===== config.mk =====
export PLATFORM = sky130hd
export DESIGN_NAME = bank_guard
export DESIGN_NICKNAME = d
export VERILOG_FILES = /design/src/rtl/bank_guard_pkg.sv /design/src/rtl/bank_guard_timer.sv /design/src/rtl/bank_guard_datapath.sv /design/src/rtl/bank_guard_ctrl.sv /design/src/rtl/bank_guard.sv
export SDC_FILE = /design/constraint.sdc
export NUM_CORES = 1
export LEC_CHECK = 0
export BUFFER_PORTS_ARGS = -buffer_cell sky130_fd_sc_hd__buf_2
export CORE_ASPECT_RATIO = 0.9
export CORE_MARGIN = 4
export CORE_UTILIZATION = 35
export DETAILED_ROUTE_END_ITERATION = 12
export GPL_ROUTABILITY_DRIVEN = 0
export PLACE_DENSITY = 0.55
export SETUP_SLACK_MARGIN = 0.05
export SLEW_MARGIN = 20
export SYNTH_ARGS = -nofsm -noshare
export SYNTH_HDL_FRONTEND = slang
export SYNTH_SLANG_ARGS = --single-unit

===== constraint.sdc =====
create_clock -name clk -period 3.3 [get_ports clk]
set_clock_uncertainty 0.15 [all_clocks]
set_input_delay 0.66 -clock clk [delete_from_list [all_inputs] [get_ports clk]]
set_output_delay 0.66 -clock clk [all_outputs]
set_load 0.02 [all_outputs]

===== src/rtl/bank_guard_pkg.sv =====
package bank_guard_pkg;

  typedef enum logic [2:0] {
    CMD_NOP  = 3'd0,
    CMD_ACT  = 3'd1,
    CMD_RD   = 3'd2,
    CMD_WR   = 3'd3,
    CMD_PRE  = 3'd4,
    CMD_PREA = 3'd5,
    CMD_REF  = 3'd6,
    CMD_MRS  = 3'd7
  } cmd_e;

  // Issue strobes from the control to the datapath; at most one is high.
  typedef struct packed {
    logic actStb;
    logic rdStb;
    logic wrStb;
    logic preStb;
    logic preAllStb;
    logic refStb;
    logic mrsStb;
  } strobe_t;

endpackage


===== src/rtl/bank_guard_timer.sv =====
// Down-counter that loads on a strobe and reports expiry when it reaches zero.
module bank_guard_timer #(
  parameter int W = 4
) (
  input  logic         clk,
  input  logic         rstN,
  input  logic         load,
  input  logic [W-1:0] loadVal,
  output logic         done
);

  logic [W-1:0] cnt;

  always_ff @(posedge clk) begin
    if (!rstN)           cnt <= '0;
    else if (load)       cnt <= loadVal;
    else if (cnt != '0)  cnt <= cnt - 1'b1;
  end

  assign done = (cnt == '0);

endmodule


===== src/rtl/bank_guard_datapath.sv =====
// Bank state: open flags, open rows and all spacing timers.
module bank_guard_datapath
  import bank_guard_pkg::*;
#(
  parameter int NUM_BANKS = 4,
  parameter int ROW_W     = 12,
  parameter int T_RCD     = 3,
  parameter int T_RAS     = 7,
  parameter int T_RC      = 10,
  parameter int T_RP      = 3,
  parameter int T_RRD     = 2,
  parameter int T_WR      = 2,
  parameter int T_WTR     = 2,
  parameter int T_MRD     = 2,
  parameter int T_RFC     = 12,
  parameter int BURST_CYC = 2,
  localparam int BANK_W   = $clog2(NUM_BANKS)
) (
  input  logic                       clk,
  input  logic                       rstN,
  input  strobe_t                    stb,
  input  logic [BANK_W-1:0]          bankSel,
  input  logic [ROW_W-1:0]           rowIn,
  output logic [NUM_BANKS-1:0]       bankOpen,
  output logic [NUM_BANKS-1:0]       rcdDone,
  output logic [NUM_BANKS-1:0]       rasDone,
  output logic [NUM_BANKS-1:0]       rcDone,
  output logic [NUM_BANKS-1:0]       rpDone,
  output logic [NUM_BANKS-1:0]       wrDone,
  output logic                       rrdDone,
  output logic                       wtrDone,
  output logic                       burstDone,
  output logic                       mrdDone,
  output logic                       rfcDone,
  output logic [NUM_BANKS*ROW_W-1:0] bankRowFlat
);

  localparam int CNT_W = $clog2(T_RCD + T_RAS + T_RC + T_RP + T_RRD + T_WR
                                + T_WTR + T_MRD + T_RFC + 2 * BURST_CYC + 2);
  localparam logic [CNT_W-1:0] LD_RCD   = CNT_W'(T_RCD - 1);
  localparam logic [CNT_W-1:0] LD_RAS   = CNT_W'(T_RAS - 1);
  localparam logic [CNT_W-1:0] LD_RC    = CNT_W'(T_RC - 1);
  localparam logic [CNT_W-1:0] LD_RP    = CNT_W'(T_RP - 1);
  localparam logic [CNT_W-1:0] LD_RRD   = CNT_W'(T_RRD - 1);
  localparam logic [CNT_W-1:0] LD_WREC  = CNT_W'(BURST_CYC + T_WR - 1);
  localparam logic [CNT_W-1:0] LD_WTR   = CNT_W'(BURST_CYC + T_WTR - 1);
  localparam logic [CNT_W-1:0] LD_BURST = CNT_W'(BURST_CYC - 1);
  localparam logic [CNT_W-1:0] LD_MRD   = CNT_W'(T_MRD - 1);
  localparam logic [CNT_W-1:0] LD_RFC   = CNT_W'(T_RFC - 1);

  logic [ROW_W-1:0] rowArr [NUM_BANKS];

  for (genvar i = 0; i < NUM_BANKS; i++) begin : gBank
    logic             hit;
    logic             actHere;
    logic             wrHere;
    logic             closeHere;
    logic             openQ;
    logic [ROW_W-1:0] rowQ;

    assign hit       = (bankSel == BANK_W'(i));
    assign actHere   = stb.actStb && hit;
    assign wrHere    = stb.wrStb && hit;
    assign closeHere = openQ && ((stb.preStb && hit) || stb.preAllStb);

    always_ff @(posedge clk) begin
      if (!rstN) begin
        openQ <= 1'b0;
        rowQ  <= '0;
      end else if (actHere) begin
        openQ <= 1'b1;
        rowQ  <= rowIn;
      end else if (closeHere) begin
        openQ <= 1'b0;
      end
    end

    assign bankOpen[i]                    = openQ;
    assign rowArr[i]                      = rowQ;
    assign bankRowFlat[i*ROW_W +: ROW_W]  = rowQ;

    bank_guard_timer #(.W(CNT_W)) uRcd (.clk(clk), .rstN(rstN), .load(actHere),
      .loadVal(LD_RCD), .done(rcdDone[i]));
    bank_guard_timer #(.W(CNT_W)) uRas (.clk(clk), .rstN(rstN), .load(actHere),
      .loadVal(LD_RAS), .done(rasDone[i]));
    bank_guard_timer #(.W(CNT_W)) uRc (.clk(clk), .rstN(rstN), .load(actHere),
      .loadVal(LD_RC), .done(rcDone[i]));
    bank_guard_timer #(.W(CNT_W)) uRp (.clk(clk), .rstN(rstN), .load(closeHere),
      .loadVal(LD_RP), .done(rpDone[i]));
    bank_guard_timer #(.W(CNT_W)) uWr (.clk(clk), .rstN(rstN), .load(wrHere),
      .loadVal(LD_WREC), .done(wrDone[i]));
  end

  bank_guard_timer #(.W(CNT_W)) uRrd (.clk(clk), .rstN(rstN), .load(stb.actStb),
    .loadVal(LD_RRD), .done(rrdDone));
  bank_guard_timer #(.W(CNT_W)) uWtr (.clk(clk), .rstN(rstN), .load(stb.wrStb),
    .loadVal(LD_WTR), .done(wtrDone));
  bank_guard_timer #(.W(CNT_W)) uBurst (.clk(clk), .rstN(rstN),
    .load(stb.rdStb || stb.wrStb), .loadVal(LD_BURST), .done(burstDone));
  bank_guard_timer #(.W(CNT_W)) uMrd (.clk(clk), .rstN(rstN), .load(stb.mrsStb),
    .loadVal(LD_MRD), .done(mrdDone));
  bank_guard_timer #(.W(CNT_W)) uRfc (.clk(clk), .rstN(rstN), .load(stb.refStb),
    .loadVal(LD_RFC), .done(rfcDone));

  // an issued activate opens its bank with the offered row
  assert_act_opens_R2: assert property (@(posedge clk) disable iff (!rstN)
    stb.actStb |=> bankOpen[$past(bankSel)] && (rowArr[$past(bankSel)] == $past(rowIn)));

  // an issued precharge-all leaves every bank idle
  assert_prea_closes_R10: assert property (@(posedge clk) disable iff (!rstN)
    stb.preAllStb |=> (bankOpen == '0));

  // a column strobe restarts the burst window
  assert_burst_busy_R9: assert property (@(posedge clk) disable iff (!rstN)
    (stb.rdStb || stb.wrStb) && (BURST_CYC > 1) |=> !burstDone);

endmodule


===== src/rtl/bank_guard_ctrl.sv =====
// Legality decision and issue strobes.
module bank_guard_ctrl
  import bank_guard_pkg::*;
#(
  parameter int NUM_BANKS = 4,
  localparam int BANK_W   = $clog2(NUM_BANKS)
) (
  input  logic                 clk,
  input  logic                 rstN,
  input  logic                 cmdValid,
  input  logic [2:0]           cmdCode,
  input  logic [BANK_W-1:0]    cmdBank,
  input  logic [NUM_BANKS-1:0] bankOpen,
  input  logic [NUM_BANKS-1:0] rcdDone,
  input  logic [NUM_BANKS-1:0] rasDone,
  input  logic [NUM_BANKS-1:0] rcDone,
  input  logic [NUM_BANKS-1:0] rpDone,
  input  logic [NUM_BANKS-1:0] wrDone,
  input  logic                 rrdDone,
  input  logic                 wtrDone,
  input  logic                 burstDone,
  input  logic                 mrdDone,
  input  logic                 rfcDone,
  output strobe_t              stb,
  output logic                 cmdGrant,
  output logic                 cmdStall
);

  cmd_e cmd;
  logic active;
  logic legal;
  logic quiet;
  logic allIdle;
  logic selOpen;
  logic [NUM_BANKS-1:0] closeOk;

  assign cmd     = cmd_e'(cmdCode);
  assign active  = cmdValid && (cmd != CMD_NOP);
  assign quiet   = mrdDone && rfcDone;
  assign allIdle = (bankOpen == '0) && (&rpDone);
  assign selOpen = bankOpen[cmdBank];
  assign closeOk = ~bankOpen | (rasDone & wrDone);

  always_comb begin
    unique case (cmd)
      CMD_ACT:  legal = !selOpen && rcDone[cmdBank] && rpDone[cmdBank] && rrdDone;
      CMD_RD:   legal = selOpen && rcdDone[cmdBank] && burstDone && wtrDone;
      CMD_WR:   legal = selOpen && rcdDone[cmdBank] && burstDone;
      CMD_PRE:  legal = closeOk[cmdBank];
      CMD_PREA: legal = &closeOk;
      CMD_REF:  legal = allIdle;
      CMD_MRS:  legal = allIdle;
      default:  legal = 1'b0;
    endcase
  end

  assign cmdGrant = active && legal && quiet;
  assign cmdStall = active && !(legal && quiet);

  always_comb begin
    stb           = '0;
    stb.actStb    = cmdGrant && (cmd == CMD_ACT);
    stb.rdStb     = cmdGrant && (cmd == CMD_RD);
    stb.wrStb     = cmdGrant && (cmd == CMD_WR);
    stb.preStb    = cmdGrant && (cmd == CMD_PRE);
    stb.preAllStb = cmdGrant && (cmd == CMD_PREA);
    stb.refStb    = cmdGrant && (cmd == CMD_REF);
    stb.mrsStb    = cmdGrant && (cmd == CMD_MRS);
  end

  // at most one strobe per cycle
  assert_one_strobe_R1: assert property (@(posedge clk) disable iff (!rstN)
    $onehot0(stb));

  // column command to an idle bank is never granted
  assert_col_needs_open_R3: assert property (@(posedge clk) disable iff (!rstN)
    cmdValid && ((cmd == CMD_RD) || (cmd == CMD_WR)) && !bankOpen[cmdBank] |-> cmdStall);

  // mode write with any bank open is stalled
  assert_mrs_idle_R11: assert property (@(posedge clk) disable iff (!rstN)
    cmdValid && (cmd == CMD_MRS) && (bankOpen != '0) |-> cmdStall);

  // a stalled command leaves the open flags as they were
  assert_stall_freezes_R13: assert property (@(posedge clk) disable iff (!rstN)
    cmdStall |=> (bankOpen == $past(bankOpen)));

endmodule


===== src/rtl/bank_guard.sv =====
module bank_guard
  import bank_guard_pkg::*;
#(
  parameter int NUM_BANKS = 4,
  parameter int ROW_W     = 12,
  parameter int T_RCD     = 3,
  parameter int T_RAS     = 7,
  parameter int T_RC      = 10,
  parameter int T_RP      = 3,
  parameter int T_RRD     = 2,
  parameter int T_WR      = 2,
  parameter int T_WTR     = 2,
  parameter int T_MRD     = 2,
  parameter int T_RFC     = 12,
  parameter int BURST_CYC = 2,
  localparam int BANK_W   = $clog2(NUM_BANKS)
) (
  input  logic                       clk,
  input  logic                       rstN,
  input  logic                       cmdValid,
  input  logic [2:0]                 cmdCode,
  input  logic [BANK_W-1:0]          cmdBank,
  input  logic [ROW_W-1:0]           cmdRow,
  output logic                       cmdGrant,
  output logic                       cmdStall,
  output logic [NUM_BANKS-1:0]       bankOpen,
  output logic [NUM_BANKS*ROW_W-1:0] bankRowFlat
);

  strobe_t              stb;
  logic [NUM_BANKS-1:0] rcdDone, rasDone, rcDone, rpDone, wrDone;
  logic                 rrdDone, wtrDone, burstDone, mrdDone, rfcDone;

  bank_guard_ctrl #(.NUM_BANKS(NUM_BANKS)) uCtrl (
    .clk(clk), .rstN(rstN), .cmdValid(cmdValid), .cmdCode(cmdCode),
    .cmdBank(cmdBank), .bankOpen(bankOpen), .rcdDone(rcdDone),
    .rasDone(rasDone), .rcDone(rcDone), .rpDone(rpDone), .wrDone(wrDone),
    .rrdDone(rrdDone), .wtrDone(wtrDone), .burstDone(burstDone),
    .mrdDone(mrdDone), .rfcDone(rfcDone), .stb(stb),
    .cmdGrant(cmdGrant), .cmdStall(cmdStall)
  );

  bank_guard_datapath #(
    .NUM_BANKS(NUM_BANKS), .ROW_W(ROW_W), .T_RCD(T_RCD), .T_RAS(T_RAS),
    .T_RC(T_RC), .T_RP(T_RP), .T_RRD(T_RRD), .T_WR(T_WR), .T_WTR(T_WTR),
    .T_MRD(T_MRD), .T_RFC(T_RFC), .BURST_CYC(BURST_CYC)
  ) uData (
    .clk(clk), .rstN(rstN), .stb(stb), .bankSel(cmdBank), .rowIn(cmdRow),
    .bankOpen(bankOpen), .rcdDone(rcdDone), .rasDone(rasDone),
    .rcDone(rcDone), .rpDone(rpDone), .wrDone(wrDone), .rrdDone(rrdDone),
    .wtrDone(wtrDone), .burstDone(burstDone), .mrdDone(mrdDone),
    .rfcDone(rfcDone), .bankRowFlat(bankRowFlat)
  );

endmodule


After elaboration in Yosys (flattened, before gate mapping)
Index checks and enable logic that the tools add are counted.
{ "word_totals": {"ff_bits": 202, "output_inout_bits": 54, "input_bits": 20, "wordCells": 312} }
{ "classes": {"bitwise": 4, "order_cmp": 1, "n_eq_ne": 10, "n_reduce_logical": 145, "addsub": 25, "muxes": 69} }
{ "ops": {"columns": ["cell", "n"], "rows": [
  ["$logic_not 6->1", 25],
  ["$reduce_bool 6->1", 25],
  ["$sub 6x1->6 const B", 25],
  ["$reduce_bool 2->1", 29],
  ["$mux 2", 26],
  ["$mux 4", 10],
  ["$logic_and 1x1->1", 36],
  ["$reduce_or 2->1", 18],
  ["$mux 3", 8],
  ["$mux 1", 19],
  ["$eq 3x3->1 const B", 4],
  ["$bmux 1 s2", 5],
  ["$reduce_and 4->1", 2],
  ["$eq 3x2->1 const B", 2],
  ["$pmux 1 s6", 1],
  ["$logic_or 1x1->1", 5],
  ["$and 4x4->4", 1],
  ["$eq 2x2->1 const B", 2],
  ["$logic_not 4->1", 1],
  ["$not 4->4", 1],
  ["$or 4x4->4", 1],
  ["$eq 3x1->1 const B", 1],
  ["$lt 2x3->1 const B", 1],
  ["$reduce_bool 3->1", 1],
  ["4 further kinds", 5]
]} }

Depth between registers and ports, before layout
Gate-level depths: netlist of run 1.
{ "depth": {"word_depth": 15, "ltp_mapped": 12, "ltp_nobuf": 9} }

Cells and area by module
A second synthesis of run 1 with hierarchy kept.
{ "unflattened": {"hier_cells": 1327, "hier_area_um2": 11334.6} }
{ "by_module_without_submodules": {"columns": ["mod", "n_inst", "area_each_um2", "seq_area_each_um2", "cells_per_inst"], "rows": [
  ["bank_guard_timer", 25, 356.6, 120.1, 43],
  ["bank_guard_datapath", 1, 2053.2, 1041.0, 210],
  ["bank_guard_ctrl", 1, 366.6, 0.0, 42]
]} }

Least setup slack after synthesis of run 1
Ideal clock, no wire load.
{ "synth_timing": {"path_kind": "in2out", "startpoint": "input cmdBank[0]", "endpoint": "output cmdGrant", "required_time_ns": 2.490, "arrival_time_ns": 2.784, "cell_stages": 8, "path_slack_ns": -0.294, "n_path_buf": 3, "path_cell_list": "clkbuf_1 > mux4_2 > nor3_1 > o221ai_1 > o21ba_2 > buf_4 > a21oi_4 > clkbuf_1"} }
{ "synth_via": {"elab_chain_cells": 9, "word_cells_on_any_way": 20, "cone_classes": "mux (11); reduce/logical (9)"} }
{ "synth_lines": {"columns": ["item", "line", "rtl"], "rows": [
  ["from (decl)", "bank_guard.sv:22", "input logic [BANK_W-1:0] cmdBank,"],
  ["$bmux 1 s2", "bank_guard_ctrl.sv:41", "assign selOpen = bankOpen[cmdBank];"],
  ["$mux 1 (implied by the code)", "bank_guard_ctrl.sv:41", null],
  ["$logic_not 1->1", "bank_guard_ctrl.sv:46", "CMD_ACT: legal = !selOpen && rcDone[cmdBank] && rpDone[cmdBank] && rrdDone;"],
  ["$logic_and 1x1->1 (3 in a row)", "bank_guard_ctrl.sv:46", null],
  ["$pmux 1 s6 *", "bank_guard_ctrl.sv:45", "unique case (cmd)"],
  ["$logic_and 1x1->1 * (2 in a row)", "bank_guard_ctrl.sv:57", "assign cmdGrant = active && legal && quiet;"],
  ["to (decl)", "bank_guard.sv:24", "output logic cmdGrant,"]
]} }
Every way passes the cells marked *; elsewhere a longest branch is shown, timed or not. The select of a mux whose other input is x is not followed.

Worst setup path after layout of run 1
{ "layout_timing": {"startpoint": "register uData.gBank[0].uRcd.cnt[0]", "endpoint": "output cmdStall"} }
{ "layout_via": {"elab_chain_cells": 10} }
{ "layout_lines": {"columns": ["item", "line", "rtl"], "rows": [
  ["from (decl)", "bank_guard_timer.sv:12", "logic [W-1:0] cnt;"],
  ["from (signal assigned)", "bank_guard_timer.sv:16", "else if (load) cnt <= loadVal;"],
  ["from (signal assigned)", "bank_guard_timer.sv:17", "else if (cnt != '0) cnt <= cnt - 1'b1;"],
  ["$logic_not 6->1 *", "bank_guard_timer.sv:20", "assign done = (cnt == '0);"],
  ["$bmux 1 s2 *", "bank_guard_ctrl.sv:47, bank_guard_ctrl.sv:48", null],
  ["$mux 1 (implied by the code) *", "bank_guard_ctrl.sv:47, bank_guard_ctrl.sv:48", null],
  ["$logic_and 1x1->1 * (2 in a row)", "bank_guard_ctrl.sv:47, bank_guard_ctrl.sv:48", null],
  ["$logic_and 1x1->1", "bank_guard_ctrl.sv:47", "CMD_RD: legal = selOpen && rcdDone[cmdBank] && burstDone && wtrDone;"],
  ["$pmux 1 s6 *", "bank_guard_ctrl.sv:45", null],
  ["$logic_and 1x1->1 *", "bank_guard_ctrl.sv:58", "assign cmdStall = active && !(legal && quiet);"],
  ["$logic_not 1->1 *", "bank_guard_ctrl.sv:58", null],
  ["$logic_and 1x1->1 *", "bank_guard_ctrl.sv:58", null],
  ["to (decl)", "bank_guard.sv:25", "output logic cmdStall,"]
]} }
Marked as above.

==> impl_results.html, run 1 <==
<table>
<tr><th>Metric</th><th>Value</th></tr>
<tr><th colspan="2">Clock network</th></tr>
<tr><td>Root buffer cell</td><td>sky130_fd_sc_hd__clkbuf_16</td></tr>
<tr><td>Clock insertion delay at the later pin of the skew report</td><td>530 ps</td></tr>
<tr><td>CTS clk-pin slew, worst paths</td><td>60 ps</td></tr>
<tr><td>CTS buffer count</td><td>24</td></tr>
<tr><td>Clock tree from TritonCTS</td><td>yes</td></tr>
<tr><td>Sinks on Clock Net</td><td>202</td></tr>
<tr><td>Number of buffers inserted for hold repair after clock tree synthesis</td><td>0</td></tr>
<tr><td>Maximum buffer depth of the clock tree</td><td>3</td></tr>
<tr><td>Depth of the CTS H-tree</td><td>1</td></tr>
<tr><th colspan="2">Placed design</th></tr>
<tr><td>Port bufs</td><td>73</td></tr>
<tr><td>Placed Instance Area</td><td>11100 um^2</td></tr>
<tr><td>HPWL Detailed</td><td>between 15000 and 20000 um</td></tr>
<tr><th colspan="2">Final layout</th></tr>
<tr><td>Footprint of the multi-input gates</td><td>5730 um^2</td></tr>
<tr><td>Number of nets at the end of the flow</td><td>1308</td></tr>
<tr><td>Finished layout cell area</td><td>12200 um^2</td></tr>
<tr><td>Filler Cells Inserted</td><td>2703</td></tr>
<tr><td>Signed area change from the synthesized netlist to the final layout</td><td>21.7%</td></tr>
<tr><td>Post-Route Utilization</td><td>43.5%</td></tr>
<tr><td>Sequential cell area</td><td>4070 um^2</td></tr>
<tr><td>Share of layout cells above drive strength 1</td><td>between 20% and 30%</td></tr>
<tr><th colspan="2">Worst setup path</th></tr>
<tr><td>Beginning of the critical path</td><td>uData.gBank[0].uRcd.cnt[0]</td></tr>
<tr><td>Category of the worst setup path launch point</td><td>flip-flop</td></tr>
<tr><td>Critical path peak fanout</td><td>3</td></tr>
<tr><td>Endpoint type of the worst setup path</td><td>output port</td></tr>
<tr><td>Required time of the worst setup path</td><td>2490 ps</td></tr>
<tr><td>Launch instance of the worst register-to-register path</td><td>uData.uMrd.cnt[0]</td></tr>
<tr><td>Crit Path Class</td><td>flip-flop to output port</td></tr>
<tr><td>Data arrival at the endpoint of the critical path</td><td>approximately 2500 ps</td></tr>
<tr><th colspan="2">Routing</th></tr>
<tr><td>Pre-antenna DRT Iters</td><td>5</td></tr>
<tr><td>Number of remaining DRC errors</td><td>0</td></tr>
<tr><td>Drt first-iter violations</td><td>about 360</td></tr>
<tr><td>Routed Wire Length</td><td>24000 um</td></tr>
<tr><td>Via density</td><td>slightly above 5</td></tr>
<tr><td>Wire length per cell after detailed routing</td><td>14.9 um</td></tr>
<tr><td>ANT nets after route</td><td>0</td></tr>
<tr><td>Via count</td><td>8127</td></tr>
<tr><th colspan="2">Synthesis</th></tr>
<tr><td>Post-synthesis instance total</td><td>between 1000 and 1500</td></tr>
<tr><td>Fraction of registers with async set or reset after synthesis</td><td>0%</td></tr>
<tr><td>Yosys warns</td><td>0</td></tr>
<tr><td>Synth cell count leaders</td><td>sky130_fd_sc_hd__dfxtp_1 (202), sky130_fd_sc_hd__nand2_1 (165), sky130_fd_sc_hd__nor3_1 (92)</td></tr>
<tr><td>Post-synthesis area per instance</td><td>8.92 um^2</td></tr>
<tr><td>Sequential-to-total area share from yosys stat</td><td>40.3%</td></tr>
<tr><td>Number of synthesized flops with an enable pin</td><td>0</td></tr>
<tr><td>Syn Std Cell Area</td><td>around 10000 um^2</td></tr>
<tr><td>Share of Yosys cell area claimed by the top area cell type</td><td>40.3%</td></tr>
<tr><td>Syn nets</td><td>1192</td></tr>
<tr><td>Cell type with the highest aggregate area in the netlist</td><td>sky130_fd_sc_hd__dfxtp_1</td></tr>
<tr><td>Number of storage elements in the synthesis netlist</td><td>slightly above 200</td></tr>
<tr><td>Commonest register cell after synthesis</td><td>sky130_fd_sc_hd__dfxtp_1</td></tr>
<tr><td>Count of different cell masters after synthesis</td><td>65</td></tr>
<tr><td>Most common cell in the synthesized netlist</td><td>sky130_fd_sc_hd__dfxtp_1</td></tr>
<tr><td>Cell types with the largest area share after synthesis</td><td>sky130_fd_sc_hd__dfxtp_1 (40%), sky130_fd_sc_hd__nand2_1 (6.2%), sky130_fd_sc_hd__ha_1 (6.0%)</td></tr>
<tr><th colspan="2">STA</th></tr>
<tr><td>Sum of negative setup slack</td><td>-42.4 ps</td></tr>
<tr><td>Number of slew-limit violations in the final report</td><td>0</td></tr>
<tr><td>Maximum operating frequency</td><td>0.299 GHz</td></tr>
<tr><td>Minimum setup slack in the final design</td><td>-42.4 ps</td></tr>
<tr><td>Endpoints failing hold</td><td>0</td></tr>
<tr><td>Unrepaired setup endpoints after global routing</td><td>true</td></tr>
<tr><td>Total setup violations reported at the end of the flow</td><td>1</td></tr>
<tr><td>Final worst hold slack</td><td>304 ps</td></tr>
<tr><td>Clock period minus final worst setup slack</td><td>between 3000 and 4000 ps</td></tr>
<tr><td>Tcrit/Tclk final</td><td>101%</td></tr>
<tr><td>Max-slew headroom</td><td>between 60% and 70%</td></tr>
<tr><td>Worst slew pin tran</td><td>~590 ps</td></tr>
<tr><th colspan="2">Power and ir drop</th></tr>
<tr><td>Sequential Power Share</td><td>32.3%</td></tr>
<tr><td>Static Leakage</td><td>roughly 5.3 nW</td></tr>
<tr><td>Part of the total power dissipated in the clock network</td><td>between 20% and 30%</td></tr>
<tr><td>Internal</td><td>7.65 mW</td></tr>
<tr><td>Peak supply drop</td><td>between 0.3 and 0.4 mV</td></tr>
<tr><td>Sw frac</td><td>between 30 and 40%</td></tr>
<tr><td>Power density of the placed cells</td><td>1010 nW/um^2</td></tr>
<tr><td>Switching Power</td><td>4.64 mW</td></tr>
<tr><td>Combinational Power Share</td><td>47.3%</td></tr>
<tr><th colspan="2">Floorplan</th></tr>
<tr><td>Total die area</td><td>31400 um^2</td></tr>
<tr><td>I/O pin total</td><td>74</td></tr>
<tr><td>Row count</td><td>58</td></tr>
<tr><td>Horizontal die dimension</td><td>around 190 um</td></tr>
<tr><td>Effective utilization at floorplan</td><td>35.7%</td></tr>
<tr><td>Vertical extent of the die</td><td>169 um</td></tr>
<tr><td>Placeable core region</td><td>28100 um^2</td></tr>
<tr><th colspan="2">Global route</th></tr>
<tr><td>Pin count of the biggest net entering global routing</td><td>around 130</td></tr>
<tr><td>Antenna violations before repair</td><td>3</td></tr>
<tr><td>First-pass GRT wire length</td><td>between 40000 and 50000 um</td></tr>
<tr><td>Total grt overflow</td><td>0</td></tr>
<tr><td>Vias in the first global route</td><td>7909</td></tr>
<tr><td>GR Util All Layers</td><td>15.0%</td></tr>
<tr><th colspan="2">Status</th></tr>
<tr><td>Violated checks</td><td>negative setup slack</td></tr>
<tr><td>Outcome</td><td>finished with violations</td></tr>
<tr><th colspan="2">Min path</th></tr>
<tr><td>Type of the tightest min-delay check</td><td>flip-flop to flip-flop</td></tr>
<tr><td>Origin of the worst min-delay path</td><td>uData.gBank[2].rowQ[10]</td></tr>
<tr><th colspan="2">Job</th></tr>
<tr><td># Max-Cap Violations</td><td>0</td></tr>
</table>
-- critical path: stages (launching register included) --
cell	delay, ps
sky130_fd_sc_hd__dfxtp_2	320
sky130_fd_sc_hd__inv_1	80
sky130_fd_sc_hd__ha_4	180
sky130_fd_sc_hd__nand3b_4	90
sky130_fd_sc_hd__nor3_1	50
sky130_fd_sc_hd__or3_4	350
sky130_fd_sc_hd__a311o_1	390
sky130_fd_sc_hd__o21ai_1	150
sky130_fd_sc_hd__o311a_1	250
sky130_fd_sc_hd__buf_6	140
-- layer usage --
| metal | GRT usage, % | share of wire [%] |
|---|---|---|
| met1 | 20.8 | 49 |
| met2 | 24.2 | 44 |
| met3 | 2.93 | 4.6 |
| met4 | 3.89 | 2.7 |
| met5 | 0 | 0.096 |
-- metrics by stage --
step	total power, mW	setup WS [ps]	std cells
floorplan	8.14	67.1	1124
global placement	9.27	106	1555
detailed placement	9.35	130	1555
CTS	12.3	-91.7	1605
global route	13.4	-124	1613
finish	12.3	-42.4	1614
-- kinds of logic after synthesis --
logic type                 count (synthesis)  share of synthesized area, %
and+or+nand+nor                          445                          21.5
AOI/OAI and AO/OA                        156                          12.7
adders and majority gates                 48                          5.99
muxes                                     49                          5.02
buffers and inverters                    112                          4.69
xor gates and xnor gates                 112                          9.78
DFF                                      202                          40.3
-- state kept, by name, indices dropped and copies added (netlist names) --
register,count
uData.uMrd.cnt,6
uData.gBank.uRp.cnt,24
uData.uWtr.cnt,6
uData.gBank.uRas.cnt,24
uData.uRrd.cnt,6
uData.gBank.uRc.cnt,24
uData.gBank.uRcd.cnt,24
uData.uRfc.cnt,6
uData.uBurst.cnt,6
uData.gBank.uWr.cnt,24
uData.gBank.rowQ,48
uData.gBank.openQ,4
-- repair_timing --
item	4_1_cts	5_1_grt
setup buffers	12	7
pin swaps	22	15
endpoints found under the setup margin	2	2
resized for setup	46	32
gates cloned	0	0
-- placed cells by master (no fill, tap or decap), types with 5 or more instances in the layout --
master / synthesis / routed
sky130_fd_sc_hd__a2111oi_4: 5 / 5
sky130_fd_sc_hd__a211oi_1: 12 / 12
sky130_fd_sc_hd__a21oi_1: 48 / 47
sky130_fd_sc_hd__a311oi_1: 15 / 15
sky130_fd_sc_hd__a32o_1: 15 / 15
sky130_fd_sc_hd__a41oi_1: 10 / 10
sky130_fd_sc_hd__and3_1: 6 / 6
sky130_fd_sc_hd__buf_12: 0 / 5
sky130_fd_sc_hd__buf_2: 13 / 70
sky130_fd_sc_hd__buf_4: 5 / 68
sky130_fd_sc_hd__clkbuf_16: 0 / 24
sky130_fd_sc_hd__dfxtp_1: 202 / 181
sky130_fd_sc_hd__dfxtp_2: 0 / 20
sky130_fd_sc_hd__ha_1: 48 / 41
sky130_fd_sc_hd__ha_4: 0 / 5
sky130_fd_sc_hd__inv_1: 55 / 39
sky130_fd_sc_hd__inv_2: 1 / 17
sky130_fd_sc_hd__mux2i_1: 48 / 48
sky130_fd_sc_hd__nand2_1: 165 / 165
sky130_fd_sc_hd__nand2b_1: 7 / 7
sky130_fd_sc_hd__nand3_1: 36 / 34
sky130_fd_sc_hd__nand3b_1: 14 / 14
sky130_fd_sc_hd__nand3b_4: 2 / 5
sky130_fd_sc_hd__nor2_1: 69 / 69
sky130_fd_sc_hd__nor2b_1: 8 / 6
sky130_fd_sc_hd__nor3_1: 92 / 90
sky130_fd_sc_hd__nor4_1: 12 / 9
sky130_fd_sc_hd__o21a_1: 8 / 8
sky130_fd_sc_hd__o21ai_0: 9 / 8
sky130_fd_sc_hd__or3_1: 8 / 6
sky130_fd_sc_hd__xnor2_1: 65 / 65
sky130_fd_sc_hd__xor2_1: 47 / 47
-- layout make-up --
| type | instances | area share (%) |
|---|---|---|
| flip-flops and latches | 202 | 33.4 |
| multi-input cells | 810 | 46.9 |
| well taps | 360 | 3.69 |
| clock buffers | 32 | 5.50 |
| diodes | 2 | 0.0410 |
| repair buffers | 146 | 8.15 |
| clock inverters | 6 | 0.574 |
| inverters | 56 | 1.72 |
-- final timing paths --
path	slack, ps	to	cells after the start
setup / recovery	-40	cmdStall	9
hold / removal	300	uData.gBank[2].rowQ[10]	2
setup reg to reg	260	uData.gBank[1].rowQ[0]	12
hold reg to reg	300	uData.gBank[2].rowQ[10]	2
-- power by group through the flow --
stage | logic (mW) | clock network [mW] | registers [mW]
after CTS | 5.72 | 2.59 | 3.94
after global routing | 6.63 | 2.68 | 4.09
after detailed placement | 5.40 | 0 | 3.95
after global placement | 5.32 | 0 | 3.95
final | 5.81 | 2.51 | 3.98
after floorplan | 4.32 | 0 | 3.82
(Power assumes the default switching activity.)
==> run 2: changes to the inputs <==
==> constraint.sdc (replaced) <==
create_clock -name clk -period 3.3 [get_ports clk]
set_clock_uncertainty 0.15 [all_clocks]
set_input_delay 0.495 -clock clk [delete_from_list [all_inputs] [get_ports clk]]
set_output_delay 0.495 -clock clk [all_outputs]
set_load 0.02 [all_outputs]
==> impl_results.html, run 2 (synthesis gave the netlist of run 1 again) <==
<table>
<tr><th>Metric</th><th>Value</th></tr>
<tr><th colspan="2">Status</th></tr>
<tr><td>Outcome</td><td>completed</td></tr>
<tr><th colspan="2">Global route</th></tr>
<tr><td>Pin count of the biggest net entering global routing</td><td>127 (unchanged)</td></tr>
<tr><td>Vias in the first global route</td><td>7904 (-0.063%)</td></tr>
<tr><td>Antenna violations before repair</td><td>2 (-1)</td></tr>
<tr><td>First-pass GRT wire length</td><td>39900 um (-1.2%)</td></tr>
<tr><td>GR Util All Layers</td><td>14.8% (-0.21 points)</td></tr>
<tr><td>Total grt overflow</td><td>0 (unchanged)</td></tr>
<tr><th colspan="2">Worst setup path</th></tr>
<tr><td>Crit Path Class</td><td>flip-flop to output port</td></tr>
<tr><td>Crit path max-delay family</td><td>simple AND/OR/NAND/NOR gates</td></tr>
<tr><td>Critical path peak fanout</td><td>5 (+2)</td></tr>
<tr><td>Data arrival at the endpoint of the critical path</td><td>2570 ps (+40 ps)</td></tr>
<tr><td>Required time of the worst setup path</td><td>2650 ps (+160 ps)</td></tr>
<tr><td>Longest individual stage delay on the worst path</td><td>570 ps (+180 ps)</td></tr>
<tr><td>CP bufs+invs</td><td>1 (-1)</td></tr>
<tr><td>Endpoint type of the worst setup path</td><td>output port</td></tr>
<tr><td>Cell type of the slowest stage on the worst timing path</td><td>sky130_fd_sc_hd__or4_4</td></tr>
<tr><td>Category of the worst setup path launch point</td><td>flip-flop</td></tr>
<tr><td>Cell breakdown of the critical path</td><td>nor4_4 -&gt; nand2_1 -&gt; or4_4 -&gt; o211ai_4 -&gt; a311o_1 -&gt; o21ai_2 -&gt; o311a_1 -&gt; buf_6</td></tr>
<tr><th colspan="2">Clock network</th></tr>
<tr><td>Clock tree from TritonCTS</td><td>yes</td></tr>
<tr><td>Clock insertion delay at the later pin of the skew report</td><td>530 ps (about the same)</td></tr>
<tr><td>CTS buffer count</td><td>24 (unchanged)</td></tr>
<tr><td>CTS clk-pin slew, worst paths</td><td>60 ps (about the same)</td></tr>
<tr><td>Maximum buffer depth of the clock tree</td><td>3 (unchanged)</td></tr>
<tr><td>Depth of the CTS H-tree</td><td>1 (unchanged)</td></tr>
<tr><td>Root buffer cell</td><td>sky130_fd_sc_hd__clkbuf_16</td></tr>
<tr><td>Number of buffers inserted for hold repair after clock tree synthesis</td><td>0 (unchanged)</td></tr>
<tr><td>Sinks on Clock Net</td><td>202 (unchanged)</td></tr>
<tr><th colspan="2">Placed design</th></tr>
<tr><td>Port bufs</td><td>73 (unchanged)</td></tr>
<tr><td>HPWL Detailed</td><td>15800 um (-1.5%)</td></tr>
<tr><td>Cell count after placement</td><td>1545 (-0.64%)</td></tr>
<tr><th colspan="2">STA</th></tr>
<tr><td>Tcrit/Tclk final</td><td>97.5% (-3.8 points)</td></tr>
<tr><td>Maximum operating frequency</td><td>0.311 GHz (+3.9%)</td></tr>
<tr><td>Clock period minus final worst setup slack</td><td>3220 ps (-126 ps)</td></tr>
<tr><td>Unrepaired setup endpoints after global routing</td><td>true</td></tr>
<tr><td>Endpoints failing hold</td><td>0 (unchanged)</td></tr>
<tr><td>Max-slew headroom</td><td>56.1% (-4.8 points)</td></tr>
<tr><td>Number of slew-limit violations in the final report</td><td>0 (unchanged)</td></tr>
<tr><td>Worst slew pin tran</td><td>658 ps (+71.0 ps)</td></tr>
<tr><td>Total setup violations reported at the end of the flow</td><td>0 (-1)</td></tr>
<tr><th colspan="2">Floorplan</th></tr>
<tr><td>Row count</td><td>58 (unchanged)</td></tr>
<tr><td>Vertical extent of the die</td><td>169 um (unchanged)</td></tr>
<tr><td>Total die area</td><td>31400 um^2 (unchanged)</td></tr>
<tr><td>Horizontal die dimension</td><td>186 um (unchanged)</td></tr>
<tr><td>I/O pin total</td><td>74 (unchanged)</td></tr>
<tr><td>Placeable core region</td><td>28100 um^2 (unchanged)</td></tr>
<tr><td>Effective utilization at floorplan</td><td>35.7% (unchanged)</td></tr>
<tr><th colspan="2">Power and ir drop</th></tr>
<tr><td>Total power of the final layout</td><td>12.3 mW (-0.13%)</td></tr>
<tr><td>Power density of the placed cells</td><td>1010 nW/um^2 (about the same)</td></tr>
<tr><td>Sequential Power Share</td><td>32.3% (about the same)</td></tr>
<tr><td>Sw frac</td><td>37.9% (+0.14 points)</td></tr>
<tr><td>Internal</td><td>7.62 mW (-0.36%)</td></tr>
<tr><td>Switching Power</td><td>4.65 mW (+0.24%)</td></tr>
<tr><td>Peak supply drop</td><td>0.439 mV (+23%)</td></tr>
<tr><td>Combinational Power Share</td><td>46.5% (-0.8 points)</td></tr>
<tr><td>Static Leakage</td><td>5.25 nW (-0.21%)</td></tr>
<tr><td>Part of the total power dissipated in the clock network</td><td>21.2% (+0.8 points)</td></tr>
<tr><th colspan="2">Job</th></tr>
<tr><td># Max-Cap Violations</td><td>0 (unchanged)</td></tr>
<tr><th colspan="2">Routing</th></tr>
<tr><td>ANT nets after route</td><td>0 (unchanged)</td></tr>
<tr><td>Routed Wire Length</td><td>23800 um (-0.88%)</td></tr>
<tr><td>Via count</td><td>8098 (-0.36%)</td></tr>
<tr><td>Wire length per cell after detailed routing</td><td>14.8 um (-0.39%)</td></tr>
<tr><td>Via density</td><td>5.04 (+0.14%)</td></tr>
<tr><td>Number of remaining DRC errors</td><td>0 (unchanged)</td></tr>
<tr><td>Pre-antenna DRT Iters</td><td>5 (unchanged)</td></tr>
<tr><td>Drt first-iter violations</td><td>439 (+24%)</td></tr>
<tr><th colspan="2">Final layout</th></tr>
<tr><td>Filler Cells Inserted</td><td>2739 (+1.3%)</td></tr>
<tr><td>Commonest non-fill, non-tap cell in the layout</td><td>sky130_fd_sc_hd__dfxtp_1</td></tr>
<tr><td>Footprint of the multi-input gates</td><td>5720 um^2 (-0.15%)</td></tr>
<tr><td>Commonest cells after routing, fill and taps aside</td><td>sky130_fd_sc_hd__dfxtp_1 (184), sky130_fd_sc_hd__nand2_1 (164), sky130_fd_sc_hd__nor3_1 (90), sky130_fd_sc_hd__buf_2 (70), sky130_fd_sc_hd__nor2_1 (69)</td></tr>
<tr><td>Sequential cell area</td><td>4070 um^2 (about the same)</td></tr>
<tr><td>Post-Layout Cell Count</td><td>1606 (-0.50%)</td></tr>
<tr><td>Signed area change from the synthesized netlist to the final layout</td><td>21.6%</td></tr>
<tr><td>Number of nets at the end of the flow</td><td>1296 (-0.92%)</td></tr>
<tr><td>Register with the most flip-flops</td><td>uData.gBank.rowQ</td></tr>
<tr><td>Share of layout cells above drive strength 1</td><td>20.0% (-1.3 points)</td></tr>
<tr><td>Number of flip-flops in the largest register</td><td>48 (unchanged)</td></tr>
<tr><th colspan="2">Min path</th></tr>
<tr><td>Type of the tightest min-delay check</td><td>primary input to flip-flop</td></tr>
</table>
run 2: changes by cell type in the layout (fill, tap and decap cells not counted), moves of 2 or more:
cell,delta
sky130_fd_sc_hd__buf_12,+3
sky130_fd_sc_hd__buf_4,-14
sky130_fd_sc_hd__clkbuf_8,+2
sky130_fd_sc_hd__clkinv_2,+2
sky130_fd_sc_hd__dfxtp_1,+3
sky130_fd_sc_hd__dfxtp_2,-3
sky130_fd_sc_hd__ha_1,+2
sky130_fd_sc_hd__ha_4,-2
sky130_fd_sc_hd__inv_1,+7
sky130_fd_sc_hd__inv_2,-7
sky130_fd_sc_hd__nor2b_1,+2
run 2: worst register-to-register path, stage by stage (launching register included):
cell and delay (ps):
sky130_fd_sc_hd__dfxtp_4 360, sky130_fd_sc_hd__nor4_4 260, sky130_fd_sc_hd__nand2_1 90, sky130_fd_sc_hd__or4_4 570, sky130_fd_sc_hd__o211ai_4 180, sky130_fd_sc_hd__buf_4 150, sky130_fd_sc_hd__a311oi_4 50, sky130_fd_sc_hd__buf_4 240
sky130_fd_sc_hd__a2111oi_4 440, sky130_fd_sc_hd__buf_12 210, sky130_fd_sc_hd__mux2i_1 210
run 2: worst paths after layout:
check,startpoint,end,slack [ps],depth (start not counted)
min,cmdRow[4],uData.gBank[3].rowQ[4],140,3
max,uData.gBank[0].openQ,cmdStall,80,8
max reg2reg,uData.gBank[0].openQ,uData.gBank[1].rowQ[10],330,10
min reg2reg,uData.gBank[2].rowQ[1],uData.gBank[2].rowQ[1],300,2
run 2: layout make-up:
class	instances	share of cell area, %
multi-input combinational	810	46.9
sequential	202	33.4
timing repair buffer	134	7.70
clock buffer	35	5.76
tap	360	3.70
inverter	56	1.72
clock inverter	8	0.770
antenna	1	0.0205
run 2: per-layer routing:
metal / track usage, % / up-vias / part of all wire, %
met1: 20.5 / 3791 / 49
met4: 3.79 / 2 / 2.4
met2: 23.6 / 151 / 43
li1: - / 4113 / -
met5: 0 / - / 0.029
met3: 3.18 / 41 / 5.3
run 2: stage by stage:
step                      setup slack, ps  utilization, %  hold slack [ps]  TNS, ps  cell area, um^2
final                                84.0            43.4              135        0            12200
after global routing                -7.59            43.4              132    -7.59            12200
after CTS                            52.4            43.0              109        0            12100
after floorplan                       175               -              294        0            10000
after detailed placement              144            39.2              298        0            11000
after global placement                161            39.2              291        0            11000
run 2: timing repair:
| action | in CTS | in global routing |
|---|---|---|
| setup buffers | 12 | 5 |
| gates resized for setup | 42 | 24 |
| endpoints found under the hold margin | 0 | 0 |
| endpoints found under the setup margin | 2 | 2 |
| pin swaps | 19 | 13 |
run 2: power groups by stage:
stage                     combinational [mW]  clock [mW]  sequential, mW
final                                   5.70        2.61            3.97
after global routing                    6.50        2.80            4.08
after CTS                               5.66        2.70            3.94
after detailed placement                5.35           0            3.95
after global placement                  5.29           0            3.95
after floorplan                         4.31           0            3.82
